## config.mk

```make
export PLATFORM = sky130hd
export DESIGN_NAME = io_expander_spi
export DESIGN_NICKNAME = d
export VERILOG_FILES = /design/src/rtl/ioexp_pkg.sv /design/src/rtl/ioexp_spi_rx.sv /design/src/rtl/ioexp_regs.sv /design/src/rtl/io_expander_spi.sv
export SDC_FILE = /design/constraint.sdc
export NUM_CORES = 1
export LEC_CHECK = 0
export CAP_MARGIN = 10
export CORE_ASPECT_RATIO = 1.5
export CORE_MARGIN = 2
export CORE_UTILIZATION = 60
export CTS_CLUSTER_DIAMETER = 200
export DETAILED_ROUTE_END_ITERATION = 8
export DONT_BUFFER_PORTS = 1
export PLACE_DENSITY_LB_ADDON = 0.08
export SYNTH_ARGS = -nofsm -noshare
export SYNTH_HDL_FRONTEND = slang
export SYNTH_SLANG_ARGS = --single-unit
export TNS_END_PERCENT = 10
```

## constraint.sdc

```tcl
create_clock -name clk -period 2.8 [get_ports clk]
set_input_delay 0.84 -clock clk [delete_from_list [all_inputs] [get_ports clk]]
set_output_delay 0.84 -clock clk [all_outputs]
set_load 0.02 [all_outputs]
```

## src/rtl/ioexp_pkg.sv

```systemverilog
package ioexp_pkg;
    localparam int PORT_W  = 8;
    localparam int NPORT   = 2;
    localparam int PIN_W   = PORT_W * NPORT;
    localparam int BYTE_W  = 8;
    localparam int FRAME_W = 3 * BYTE_W;
    localparam int CNT_W   = $clog2(FRAME_W + 1);

    localparam logic [BYTE_W-1:0] OPC_WRITE = 8'h40;
    localparam logic [BYTE_W-1:0] OPC_READ  = 8'h41;

    typedef enum logic [2:0] {
        SEL_DIR  = 3'd0,
        SEL_POL  = 3'd1,
        SEL_IEN  = 3'd2,
        SEL_CAP  = 3'd3,
        SEL_GPIO = 3'd4,
        SEL_LAT  = 3'd5
    } reg_sel_e;

    typedef logic [NPORT-1:0][PORT_W-1:0] port_vec_t;
endpackage

```

## src/rtl/ioexp_spi_rx.sv

```systemverilog
module ioexp_spi_rx
    import ioexp_pkg::*;
(
    input  logic              clk,
    input  logic              rst_n,
    input  logic              sclk,
    input  logic              cs_n,
    input  logic              mosi,
    input  logic [BYTE_W-1:0] rd_data,
    output logic              rd_req,
    output logic              wr_req,
    output logic [BYTE_W-1:0] addr,
    output logic [BYTE_W-1:0] wdata,
    output logic              miso
);
    typedef struct packed {
        logic [2:0]         sck;
        logic [1:0]         cs;
        logic [1:0]         mo;
        logic [CNT_W-1:0]   cnt;
        logic [FRAME_W-1:0] sh;
        logic [BYTE_W-1:0]  adr;
        logic [BYTE_W-1:0]  tx;
        logic               op_wr;
        logic               rd_req;
        logic               wr_req;
    } rx_t;

    rx_t q, d;
    logic rise, fall;

    always_comb begin
        d        = q;
        d.rd_req = 1'b0;
        d.wr_req = 1'b0;
        d.sck    = {q.sck[1:0], sclk};
        d.cs     = {q.cs[0], cs_n};
        d.mo     = {q.mo[0], mosi};
        rise     = q.sck[1] & ~q.sck[2];
        fall     = ~q.sck[1] & q.sck[2];
        if (q.cs[1]) begin
            d.cnt   = '0;
            d.tx    = '0;
            d.op_wr = 1'b0;
        end else begin
            if (q.rd_req) d.tx = rd_data;
            if (rise && q.cnt != CNT_W'(FRAME_W)) begin
                d.sh  = {q.sh[FRAME_W-2:0], q.mo[1]};
                d.cnt = q.cnt + 1'b1;
                if (q.cnt == CNT_W'(2*BYTE_W-1)) begin
                    d.adr    = d.sh[BYTE_W-1:0];
                    d.op_wr  = (d.sh[2*BYTE_W-1:BYTE_W] == OPC_WRITE);
                    d.rd_req = (d.sh[2*BYTE_W-1:BYTE_W] == OPC_READ);
                end
                if (q.cnt == CNT_W'(FRAME_W-1)) d.wr_req = q.op_wr;
            end else if (fall && q.cnt > CNT_W'(2*BYTE_W)) begin
                d.tx = {q.tx[BYTE_W-2:0], 1'b0};
            end
        end
    end

    always_ff @(posedge clk or negedge rst_n) begin
        if (!rst_n) begin
            q     <= '0;
            q.sck <= '0;
            q.cs  <= '1;
        end else begin
            q <= d;
        end
    end

    assign rd_req = q.rd_req;
    assign wr_req = q.wr_req;
    assign addr   = q.adr;
    assign wdata  = q.sh[BYTE_W-1:0];
    assign miso   = q.tx[BYTE_W-1];
endmodule

```

## src/rtl/ioexp_regs.sv

```systemverilog
module ioexp_regs
    import ioexp_pkg::*;
(
    input  logic              clk,
    input  logic              rst_n,
    input  logic [PIN_W-1:0]  gpio_in,
    input  logic              rd_req,
    input  logic              wr_req,
    input  logic [BYTE_W-1:0] addr,
    input  logic [BYTE_W-1:0] wdata,
    output logic [BYTE_W-1:0] rd_data,
    output logic [PIN_W-1:0]  gpio_out,
    output logic [PIN_W-1:0]  gpio_oe,
    output logic              irq
);
    typedef struct packed {
        port_vec_t in1;
        port_vec_t in2;
        port_vec_t dir;
        port_vec_t pol;
        port_vec_t ien;
        port_vec_t cap;
        port_vec_t lat;
        port_vec_t refv;
        port_vec_t flag;
    } regs_t;

    regs_t     q, d;
    port_vec_t pin_rd, change;
    reg_sel_e  sel;
    logic      port, mapped;

    always_comb begin
        d      = q;
        d.in1  = gpio_in;
        d.in2  = q.in1;
        sel    = reg_sel_e'(addr[3:1]);
        port   = addr[0];
        mapped = (addr[7:4] == 4'h0) && (addr[3:1] <= 3'd5);
        for (int p = 0; p < NPORT; p++) begin
            pin_rd[p] = (q.dir[p] & (q.in2[p] ^ q.pol[p])) | (~q.dir[p] & q.lat[p]);
            change[p] = q.ien[p] & q.dir[p] & (q.in2[p] ^ q.refv[p]);
            d.flag[p] = q.flag[p] | change[p];
            if (q.flag[p] == '0 && change[p] != '0) d.cap[p] = pin_rd[p];
            if (rd_req && mapped && port == 1'(p) && (sel == SEL_GPIO || sel == SEL_CAP)) begin
                d.flag[p] = '0;
                d.refv[p] = q.in2[p];
            end
            if (wr_req && mapped && port == 1'(p)) begin
                case (sel)
                    SEL_DIR:           d.dir[p] = wdata;
                    SEL_POL:           d.pol[p] = wdata;
                    SEL_IEN:           d.ien[p] = wdata;
                    SEL_GPIO, SEL_LAT: d.lat[p] = wdata;
                    default:           ;
                endcase
            end
        end
        rd_data = '0;
        if (mapped) begin
            case (sel)
                SEL_DIR:  rd_data = q.dir[port];
                SEL_POL:  rd_data = q.pol[port];
                SEL_IEN:  rd_data = q.ien[port];
                SEL_CAP:  rd_data = q.cap[port];
                SEL_GPIO: rd_data = pin_rd[port];
                SEL_LAT:  rd_data = q.lat[port];
                default:  rd_data = '0;
            endcase
        end
    end

    always_ff @(posedge clk or negedge rst_n) begin
        if (!rst_n) begin
            q     <= '0;
            q.dir <= '1;
        end else begin
            q <= d;
        end
    end

    for (genvar g = 0; g < NPORT; g++) begin : g_port
        assign gpio_oe[g*PORT_W +: PORT_W]  = ~q.dir[g];
        assign gpio_out[g*PORT_W +: PORT_W] = ~q.dir[g] & q.lat[g];
    end
    assign irq = |q.flag;
endmodule

```

## src/rtl/io_expander_spi.sv

```systemverilog
module io_expander_spi
    import ioexp_pkg::*;
(
    input  logic             clk,
    input  logic             rst_n,
    input  logic             sclk,
    input  logic             cs_n,
    input  logic             mosi,
    output logic             miso,
    input  logic [PIN_W-1:0] gpio_in,
    output logic [PIN_W-1:0] gpio_out,
    output logic [PIN_W-1:0] gpio_oe,
    output logic             irq
);
    logic              rd_req, wr_req;
    logic [BYTE_W-1:0] addr, wdata, rd_data;

    ioexp_spi_rx u_rx (
        .clk(clk), .rst_n(rst_n), .sclk(sclk), .cs_n(cs_n), .mosi(mosi),
        .rd_data(rd_data), .rd_req(rd_req), .wr_req(wr_req),
        .addr(addr), .wdata(wdata), .miso(miso)
    );

    ioexp_regs u_regs (
        .clk(clk), .rst_n(rst_n), .gpio_in(gpio_in),
        .rd_req(rd_req), .wr_req(wr_req), .addr(addr), .wdata(wdata),
        .rd_data(rd_data), .gpio_out(gpio_out), .gpio_oe(gpio_oe), .irq(irq)
    );
endmodule

```

Word level (Yosys, flattened, before mapping)
Index checks and enable logic that the tools add are counted.

Bits in registers: 199. Logic and storage cells: 128. Input bits: 21.

Bitwise logic cells: 24. Mux-type cells: 27. $lt $le $gt $ge: 3. Add/subtract/negate cells: 1. Equality and inequality tests: 10. Reductions and logical operators: 35.

Operators with widths (number): two-way mux 8 bit (19); AND 8 bit (8); one-hot mux 8 bit (6 select lines) (1); two-way mux 37 bit (1); OR 8 bit (4); bitwise XOR 8 bit (4); AND reduction 2 bit (10); == test 8 x 7 -> 1 bit (second input constant) (2); logical NOT 8 bit (2); inverter 8 bit (2); nonzero test 8 bit (2); OR reduction 16 bit (1); logical AND 1 bit (13); two-way mux 9 bit (1); == test 3 x 2 -> 1 bit (second input constant) (2); == test 3 bit (second input constant) (2); adder 5 x 1 -> 5 bit (second input constant) (1); == test 5 x 4 -> 1 bit (second input constant) (1); == test 5 bit (second input constant) (1); > comparator 5 bit (second input constant) (1); two-way mux 5 bit (1); != test 5 bit (second input constant) (1); logical NOT 4 bit (1); two-way mux 2 bit (2); 12 further kinds (17).

Depth between registers and ports, before layout
Gate-level depths: netlist of run 1.

Depth in word-level cells: 11. Mapped depth: 8. Gate-level depth less buffers: 7.

Hierarchy
Synthesis of run 1 repeated with hierarchy kept, for this count alone.

Cells, all modules: 714. Area, all modules: 8887.3 um2.

By module, submodules not included: ioexp_regs (cells each 558, times used 1, area each 6827.8 um2); ioexp_spi_rx (cells each 156, times used 1, area each 2059.5 um2).

Worst setup path after synthesis of run 1
Ideal clock, no wire load.

Kind: register to register. Start: register u_rx.q[43] in the netlist's numbering. End: register u_rx.q[27] in the netlist's numbering. Required time: 2.675 ns. Arrival time: 1.905 ns. Cell stages (with the launch flop): 9. Setup time: 0.125 ns. Clock period less this slack: 2.029 ns. Setup slack: 0.771 ns. Cell sequence: dfrtp_1 inv_1 ha_1 and4b_1 nor3b_4 and2b_1 buf_6 buf_6 mux2_2.

Longest elaborated chain between the ends: 3.

RTL lines: from (decl) (line ioexp_spi_rx.sv:29) `rx_t q, d;`; != test 5 bit (line ioexp_spi_rx.sv:47) `if (rise && q.cnt != CNT_W'(FRAME_W)) begin`; logical AND 1 bit (line ioexp_spi_rx.sv:47); AND reduction 2 bit (no line).

Every way passes these cells. A chain may end at the register's enable or synchronous reset.

Worst setup path in the final report of run 1
Start: register u_regs.q[6] in the netlist's numbering. End: output port irq.

Longest elaborated chain between the ends: 1.

RTL lines: from (decl) (line ioexp_regs.sv:28) `regs_t q, d;`; OR reduction 16 bit (line ioexp_regs.sv:86) `assign irq = |q.flag;`; to (decl) (line io_expander_spi.sv:13) `output logic irq`.

Every way passes these cells.

==> flow_summary_export.csv, run 1 <==
group,metric,value,unit
critical_path,slowest_delay,0.63,ns
hold_path,hold_class,"in -> async",
clocking,numClockSinks,190,
critical_path,cp-end-kind,"primary output",
critical_path,path_class,"reg -> out",
route,ant_nets,0,
logic_synthesis,syn_nets,697,
timing,maxSlewViolCount,0,
logic_synthesis,synth_top_area_frac,0.501,
logic_synthesis,synth-seq-area-share,0.556,
route,wl,20200,um
critical_path,critPathRequiredTime,1.96,ns
route,route.detailed.drc,0,
global_routing,antenna_found_initial,0,
logic_synthesis,avgSynthCellArea,12.8,sq um
global_routing,grt_pass1_vias,5528,
die,die_h,151,um
critical_path,crit_fanout,2,
logic_synthesis,yosys.area.top_type,"dfrtp_1",
route,drt-vias-per-instance,5.99,
die,core-area,0.0140,sq mm
placed_design,dp_hpwl,14500,um
global_routing,grt_start_max_net_pins,191,
power_and_ir_drop,peakVddDrop,0.575,mV
timing,period_needed,2.72,ns
timing,rsz0062_at_grt,"no",
route,avgRoutedWirePerCell,22.8,um
timing,setup_viol,0,
logic_synthesis,yosys.cell_types.count,57,
clocking,hold_buffers,0,
finish,instances_no_fill,886,
critical_path,crit_slowest_cell,"nor4_1",
finish,fin_nets,705,
logic_synthesis,ys_ff_latch,190,
die,pin_count,55,
placed_design,gp_congestion,1.01,
route,dr.pass1.iters,5,
die,die_x,102,um
clocking,clockRootBuffer,"clkbuf_16",
die,start_util,0.614,
clocking,cts.path.max_buffers,2,
global_routing,grt_pass1_wl,31800,um
finish,num_antenna_cells,0,
logic_synthesis,synthesis.area,0.00860,sq mm
critical_path,critPathLaunchType,"flip-flop",
critical_path,crit_chain,"nor4_1 -> nand4_1",
route,drt_iter0_drc,367,
clocking,cts_made_buffers,17,
timing,slew_headroom,0.538,
logic_synthesis,syn_inst,673,
logic_synthesis,synth-edff-count,0,
clocking,post-cts-setup-buffer-count,0,
timing,worst_pin_slew,0.687,ns
logic_synthesis,synth_area_leaders,"dfrtp_1, mux2_2, mux2i_1, dfstp_2, xor2_1",
route,vias,5309,
outcome,status,"completed",
power_and_ir_drop,p_per_area,584,mW/mm^2
die,die-area,0.0153,sq mm
critical_path,critPathBufInv,0,
clocking,cts.repair.resized,0,
logic_synthesis,synth_warnings,0,
global_routing,gr-total-overflow,0,
die,num_rows,53,
placed_design,dpl.cell_count,854,
critical_path,cp_top_family,"simple AND/OR/NAND/NOR gates",
logic_synthesis,async_flop_share,1.00,
critical_path,critPathArrivalTime,1.88,ns
finish,layout-drive-gt1-share,0.268,
timing,whs,0.0973,ns
timing,tns,0,ns
finish,area_delta_synth_final,9.17,%
timing,fin_crit_sh,0.973,
clocking,cts_tree,"done",
timing,finalClockSkew,0.00841,ns
clocking,clk_latency,0.43,ns
clocking,h-tree-depth,4,
logic_synthesis,ys.flop_type,"dfrtp_1",
timing,fmax,367,MHz
placed_design,numPortBuffers,0,
clocking,clk_pin_slew,0.07,ns
job,max_cap_viol_count,0,
timing,finalHoldViolCount,0,
power_and_ir_drop,p_leak,4.48,nW
global_routing,track_usage,0.285,
[where the power goes]
group          switching, mW  internal, mW
Clock                   1.13          1.19
Combinational         0.0356        0.0718
Sequential             0.222          2.83
[worst reg2reg max path, stage by stage, from the launching register on]
cell and delay, ns:
dfrtp_1 0.66, or3b_1 0.42, a21oi_2 0.26, and2_1 0.54
mux2_2 0.40
[flip-flops by register name, indices dropped and copies added, names as in the netlist]
name         count
u_rx.miso        1
u_regs.d        16
u_regs.q       128
u_rx.wdata       8
u_rx.rd_req      1
u_rx.wr_req      1
u_rx.q          23
u_rx.d           4
u_rx.addr        8
[logic make-up (layout without fill, tap and decap cells)]
group	Yosys count	in the layout	synth area share
multiplexers	165	165	0.212
AO/OA/AOI/OAI	68	68	0.0544
buffers and inverters	66	87	0.0365
AND/OR/NAND/NOR	146	146	0.101
flip-flops	190	190	0.556
XOR/XNOR	35	35	0.0357
adder cells (fa/ha/maj)	3	3	0.00437
[per-layer routing]
metal / track usage / up-vias / share of wire
met1: 0.367 / 2746 / 0.41
met4: 0.0986 / 0 / 0.024
met5: 0 / - / 0
li1: - / 2397 / -
met3: 0.0571 / 31 / 0.046
met2: 0.478 / 135 / 0.52
[Yosys cell counts (3+ instances only)]
cell and n:
ha_1 3, xor2_1 33, dfstp_2 18, clkbuf_1 11, buf_6 5, nand2_1 15, nor2_1 43, mux2_4 8
a2111oi_0 12, mux2_2 96, or3_1 8, buf_2 8, nor4_1 8, mux2i_1 58, a21oi_1 21, nand3_2 3
inv_1 36, nand3b_1 3, buf_4 5, o21a_1 6, nand3_1 5, dfrtp_1 172, or3b_1 3, and2_1 3
o22ai_1 13, and3_1 14, nor2b_1 22
[metrics by stage]
stage,total power [mW],utilization,setup WS (ns),area (sq um)
finish,5.48,0.671,0.0761,9390
global route,5.68,0.671,0.00142,9390
CTS,5.52,0.671,0.0660,9390
detailed placement,3.21,0.630,0.431,8810
global placement,3.20,0.630,0.521,8810
floorplan,3.11,-,0.771,8600
[worst paths after layout]
| path | from | endpoint | slack [ns] | cells past startpoint |
|---|---|---|---|---|
| max | u_regs.q[6] | irq | 0.08 | 2 |
| min reg2reg | u_rx.d[49] | u_rx.q[49] | 0.35 | 0 |
| min in group clk | u_rx.d[49] | u_rx.q[49] | 0.35 | 0 |
| min | rst_n | u_regs.q[26] | 0.1 | 0 |
| max reg2reg | u_rx.addr[3] | u_regs.q[20] | 0.41 | 4 |
| max in group asynchronous | rst_n | u_regs.q[110] | 2.32 | 0 |
[cells in the final DEF (no fill, tap or decap), types with 3 or more instances in the layout]
master,n
dfrtp_1,171
mux2_2,96
mux2i_1,58
nor2_1,43
inv_1,36
xor2_1,33
nor2b_1,22
a21oi_1,21
dfstp_2,18
clkbuf_16,17
buf_4,17
nand2_1,15
and3_1,14
o22ai_1,13
a2111oi_0,12
or3_1,8
nor4_1,8
mux2_4,8
o21a_1,6
nand3_1,5
inv_6,4
inv_8,4
nand3b_1,3
or3b_1,3
nand3_2,3
and2_1,3
ha_1,3
[cell type report]
cell class                 count  area, sq um
fill                        1053         4610
timing repair buffer          18          148
clock buffer                  18          429
clock inverter                14          145
multi-input combinational    417         3510
tap                          192          240
sequential                   190         4780
inverter                      37          139
Note: power is estimated with default switching activity, not from simulation.
==> inputs of run 2 (changes only) <==
RECOVER_POWER = 100   (was default)
clock period = 3.2 ns   (was 2.8 ns; I/O delays follow)
==> run 2 against run 1 <==
Effect of this change:
- first-iteration DRC count down 30%
- cell count down 0.90%
- critical path type unchanged
- hold slack better by 0.12 ns
- critical path depth unchanged
- die area unchanged
==> flow_summary_export.csv, run 2 (same netlist as run 1, synthesis figures left out) <==
group,metric,value,unit
critical_path,reg2reg_from,"u_rx.addr[0]",
timing,period_needed,3.12,ns
timing,rsz0062_at_grt,"no",
timing,maxSlewViolCount,0,
die,die_x,102,um
finish,layout-drive-gt1-share,0.207,
route,avgRoutedWirePerCell,23.1,um
timing,setup_viol,0,
placed_design,gp_congestion,0.942,
finish,num_antenna_cells,0,
critical_path,critPathArrivalTime,2.16,ns
placed_design,post-place-ws,0.533,ns
route,drt_iter0_drc,258,
critical_path,critPathBufInv,0,
power_and_ir_drop,p_leak,4.43,nW
clocking,numClockSinks,190,
critical_path,r2r_cells,4,
clocking,cts.path.max_buffers,2,
critical_path,critPathLaunchType,"flip-flop",
power_and_ir_drop,peakVddDrop,0.739,mV
route,dr.pass1.iters,5,
finish,area_delta_synth_final,7.77,%
timing,finalHoldViolCount,0,
critical_path,critPathRequiredTime,2.24,ns
die,die-area,0.0153,sq mm
timing,slew_headroom,0.347,
timing,whs,0.219,ns
placed_design,dp_hpwl,14300,um
finish,largest_register_ff_count,128,
critical_path,slowest_delay,0.82,ns
timing,fmax,320,MHz
global_routing,grt_pass1_wl,31700,um
finish,top_register,"u_regs.q",
die,die_h,151,um
global_routing,gr-total-overflow,0,
die,core-area,0.0140,sq mm
route,wl,20300,um
critical_path,cp-end-kind,"primary output",
die,num_rows,53,
finish,nFillCells,1101,
clocking,cts_tree,"done",
outcome,status,"completed",
clocking,h-tree-depth,4,
finish,mostFrequentLayoutCell,"dfrtp_1",
clocking,post-cts-setup-buffer-count,0,
critical_path,timing.rr.end,"u_regs.q[41]",
finish,fin_nets,697,
hold_path,hold_class,"in -> async",
finish,final_cell_mix,"dfrtp_1, mux2_2, mux2i_1",
route,drt-vias-per-instance,6.00,
finish,post-route-util,0.662,
timing,tns,0,ns
clocking,clockRootBuffer,"clkbuf_16",
critical_path,r2r_slack,0.22,ns
timing,fin_ws,0.0751,ns
critical_path,cp_top_family,"simple AND/OR/NAND/NOR gates",
critical_path,crit_chain,"nor4_1 -> nand4_1",
placed_design,numPortBuffers,0,
global_routing,grt_pass1_vias,5546,
die,start_util,0.614,
timing,worst_pin_slew,0.980,ns
clocking,cts.repair.resized,0,
global_routing,grt_start_max_net_pins,191,
route,vias,5266,
power_and_ir_drop,p_per_area,533,mW/mm^2
clocking,hold_buffers,0,
clocking,clk_pin_slew,0.07,ns
route,ant_nets,0,
die,pin_count,55,
route,route.detailed.drc,0,
timing,fin_crit_sh,0.977,
critical_path,crit_slowest_cell,"nor4_1",
critical_path,crit_fanout,2,
timing,finalClockSkew,0.00985,ns
global_routing,antenna_found_initial,0,
critical_path,path_class,"reg -> out",
clocking,cts_made_buffers,17,
global_routing,track_usage,0.283,
clocking,clk_latency,0.43,ns
job,max_cap_viol_count,0,
run 2: changes by cell type in the layout (fill, tap and decap cells not counted), sizes merged:
cell      delta
buf         -14
clkbuf       +5
bufinv       +2
clkinv       -1
clkinvlp     -1
inv          +1
run 2: area by class of cell:
type                            instances  area (sq um)  share of cell area
Sequential cell                       190          4780               0.516
Multi-Input combinational cell        417          3430               0.371
Clock buffer                           17           425              0.0459
Tap cell                              192           240              0.0259
Clock inverter                         15           191              0.0207
Inverter                               37           139              0.0150
Timing Repair Buffer                   10          57.6             0.00621
run 2: stage by stage:
stage	total power, mW	instance area (sq um)	instances
after floorplan	2.72	8600	673
after global placement	2.80	8740	846
after detailed placement	2.81	8740	846
after CTS	4.98	9360	878
after global routing	5.09	9270	878
final	4.93	9270	878
run 2: worst max path at each step:
stage	endpoint	slack (ns)	cells past startpoint	from
finish	irq	0.08	2	u_regs.q[14]
global route	u_rx.q[30]	0.04	7	u_rx.q[43]
CTS	irq	0.07	2	u_regs.q[14]
detailed placement	irq	0.53	2	u_regs.q[14]
global placement	irq	0.52	2	u_regs.q[14]
floorplan	u_rx.q[27]	1.17	8	u_rx.q[43]
run 2: layer usage:
metal | vias up | global-route usage | share of wire
met4 | 0 | 0.103 | 0.028
met3 | 34 | 0.0515 | 0.042
met5 | - | 0 | 0
li1 | 2368 | - | -
met1 | 2710 | 0.361 | 0.41
met2 | 154 | 0.480 | 0.51
run 2: worst reg2reg max path, stage by stage (launching register included):
cell and delay [ns]:
dfrtp_1 0.99, inv_1 0.64, nor4b_1 0.44, clkbuf_2 0.41
mux2_2 0.39
run 2: power by group:
part           switching (mW)  leakage, nW  total [mW]  internal, mW
Clock                   0.988        0.301        2.18          1.19
Sequential              0.190         2.49        2.66          2.47
Combinational          0.0286         1.63      0.0891        0.0605
==> inputs of run 3 (changes only) <==
RECOVER_POWER = 25   (was 100)
==> run 3 against run 2 <==
Effect of this change:
- first-iteration DRC count grew 5.0%
- via count is essentially flat
- critical path depth stayed put
- sequential power about the same
- cell area increased by 0.97%
- utilization rose by 0.64 points
- global-route usage unchanged
- clock-buffer cell count did not move
- register-to-register slack improved by 0.53 ns
- clock power about the same
- hold slack better by 0.0010 ns
- critical endpoint unchanged
- clock skew increased by 0.00051 ns
- largest power group unchanged
==> flow_summary_export.csv, run 3 (same netlist as run 1, synthesis figures left out) <==
group,metric,value,unit
power_and_ir_drop,clkPwrFrac,0.441,
clocking,h-tree-depth,4,
timing,worst_pin_slew,0.912,ns
timing,tns,0,ns
critical_path,crit_chain,"nor4_1 -> nand4_1",
clocking,numClockSinks,190,
finish,layout-drive-gt1-share,0.261,
timing,rsz0062_at_grt,"no",
finish,seq_area,0.00478,sq mm
critical_path,worstSetupStartpoint,"u_regs.q[14]",
route,dr.pass1.iters,5,
global_routing,grt_start_max_net_pins,191,
die,core-area,0.0140,sq mm
job,max_cap_viol_count,0,
finish,num_antenna_cells,0,
critical_path,reg2reg_from,"u_rx.addr[1]",
clocking,post-cts-setup-buffer-count,0,
power_and_ir_drop,p_int,3.73,mW
power_and_ir_drop,p_switching,1.20,mW
route,avgRoutedWirePerCell,23.1,um
global_routing,track_usage,0.283,
timing,period_needed,3.10,ns
timing,fmax,323,MHz
route,route.detailed.drc,0,
clocking,clockRootBuffer,"clkbuf_16",
outcome,status,"completed",
finish,nFillCells,1078,
timing,setup_viol,0,
clocking,cts.path.max_buffers,2,
die,die_h,151,um
placed_design,dp_hpwl,14300,um
die,num_rows,53,
die,pin_count,55,
critical_path,crit_fanout,2,
finish,area_delta_synth_final,8.82,%
timing,fin_crit_sh,0.968,
finish,post-route-util,0.669,
route,ant_nets,0,
timing,finalClockSkew,0.0104,ns
critical_path,critPathLaunchType,"flip-flop",
critical_path,critPathArrivalTime,2.14,ns
route,drt-vias-per-instance,5.99,
power_and_ir_drop,peakVddDrop,0.739,mV
finish,multiInputGateArea,0.00351,sq mm
finish,instances_no_fill,878,
clocking,hold_buffers,0,
power_and_ir_drop,netSwitchingFraction,0.244,
clocking,clk_latency,0.43,ns
hold_path,hold_class,"in -> async",
critical_path,r2r_slack,0.75,ns
placed_design,post-place-ws,0.533,ns
critical_path,path_class,"reg -> out",
route,vias,5263,
timing,fin_ws,0.102,ns
clocking,cts.repair.resized,0,
finish,largest_register_ff_count,128,
finish,top_register,"u_regs.q",
timing,finalHoldViolCount,0,
timing,maxSlewViolCount,0,
route,drt_iter0_drc,271,
power_and_ir_drop,total_power,4.94,mW
finish,final_cell_mix,"dfrtp_1, mux2_2, mux2i_1",
die,die_x,102,um
placed_design,gp_congestion,0.942,
critical_path,critPathRequiredTime,2.24,ns
placed_design,dpl_cell_area,0.00874,sq mm
power_and_ir_drop,p_leak,4.47,nW
die,die-area,0.0153,sq mm
finish,fin_nets,697,
placed_design,dpl.cell_count,846,
route,wl,20300,um
clocking,cts_tree,"done",
power_and_ir_drop,seqPwrFrac,0.540,
global_routing,antenna_found_initial,0,
die,start_util,0.614,
finish,mostFrequentLayoutCell,"dfrtp_1",
global_routing,gr-total-overflow,0,
finish,final_area,0.00936,sq mm
timing,whs,0.220,ns
global_routing,grt_pass1_wl,31700,um
placed_design,numPortBuffers,0,
critical_path,crit_slowest_cell,"nor4_1",
clocking,cts_made_buffers,17,
clocking,clk_pin_slew,0.07,ns
critical_path,cp-end-kind,"primary output",
timing,slew_headroom,0.386,
global_routing,grt_pass1_vias,5546,
critical_path,slowest_delay,0.80,ns
power_and_ir_drop,p_per_area,528,mW/mm^2
power_and_ir_drop,combPwrFrac,0.018,
==> run 3: changes by cell type in the layout (fill, tap and decap cells not counted), moves of 2 or more <==
cell and delta:
dfstp_1 -16, dfstp_2 +16, mux2_1 -9, mux2_4 +8, buf_4 +6, clkbuf_1 -4
and2_0 -2, and2_1 +2
==> run 3: per-layer routing <==
metal / vias to the layer above / track usage / wire [um]
li1: 2370 / - / -
met1: 2714 / 0.361 / 8470
met2: 145 / 0.480 / 10400
met3: 34 / 0.0515 / 818
met4: 0 / 0.103 / 573
met5: - / 0 / 0
==> run 3: power groups by stage <==
stage / combinational (mW) / sequential, mW / clock [mW]
after floorplan: 0.163 / 2.56 / 0
after global placement: 0.0882 / 2.71 / 0
after detailed placement: 0.0922 / 2.71 / 0
after CTS: 0.0927 / 2.67 / 2.22
after global routing: 0.0995 / 2.68 / 2.31
final: 0.0909 / 2.67 / 2.18
==> run 3: path summary, 6_finish.rpt <==
path	to	cells past startpoint
max in group asynchronous	u_regs.q[111]	0
hold reg to reg	u_rx.q[49]	0
setup reg to reg	u_regs.q[19]	5
setup / recovery	irq	2
hold / removal	u_regs.q[122]	0
min in group clk	u_rx.q[49]	0
==> run 3: area by class of cell <==
cell class,count,share of cell area
clock inverters,15,0.0205
flip-flops and latches,190,0.511
inverters,37,0.0148
repair buffers,10,0.00802
multi-input cells,417,0.375
well taps,192,0.0257
clock buffers,17,0.0455
==> run 3: worst max-delay path: cells and delay by family, from the launching register on <==
kind          cells  cell delay (ns)
simple gates      2             1.33
flops             1             0.38
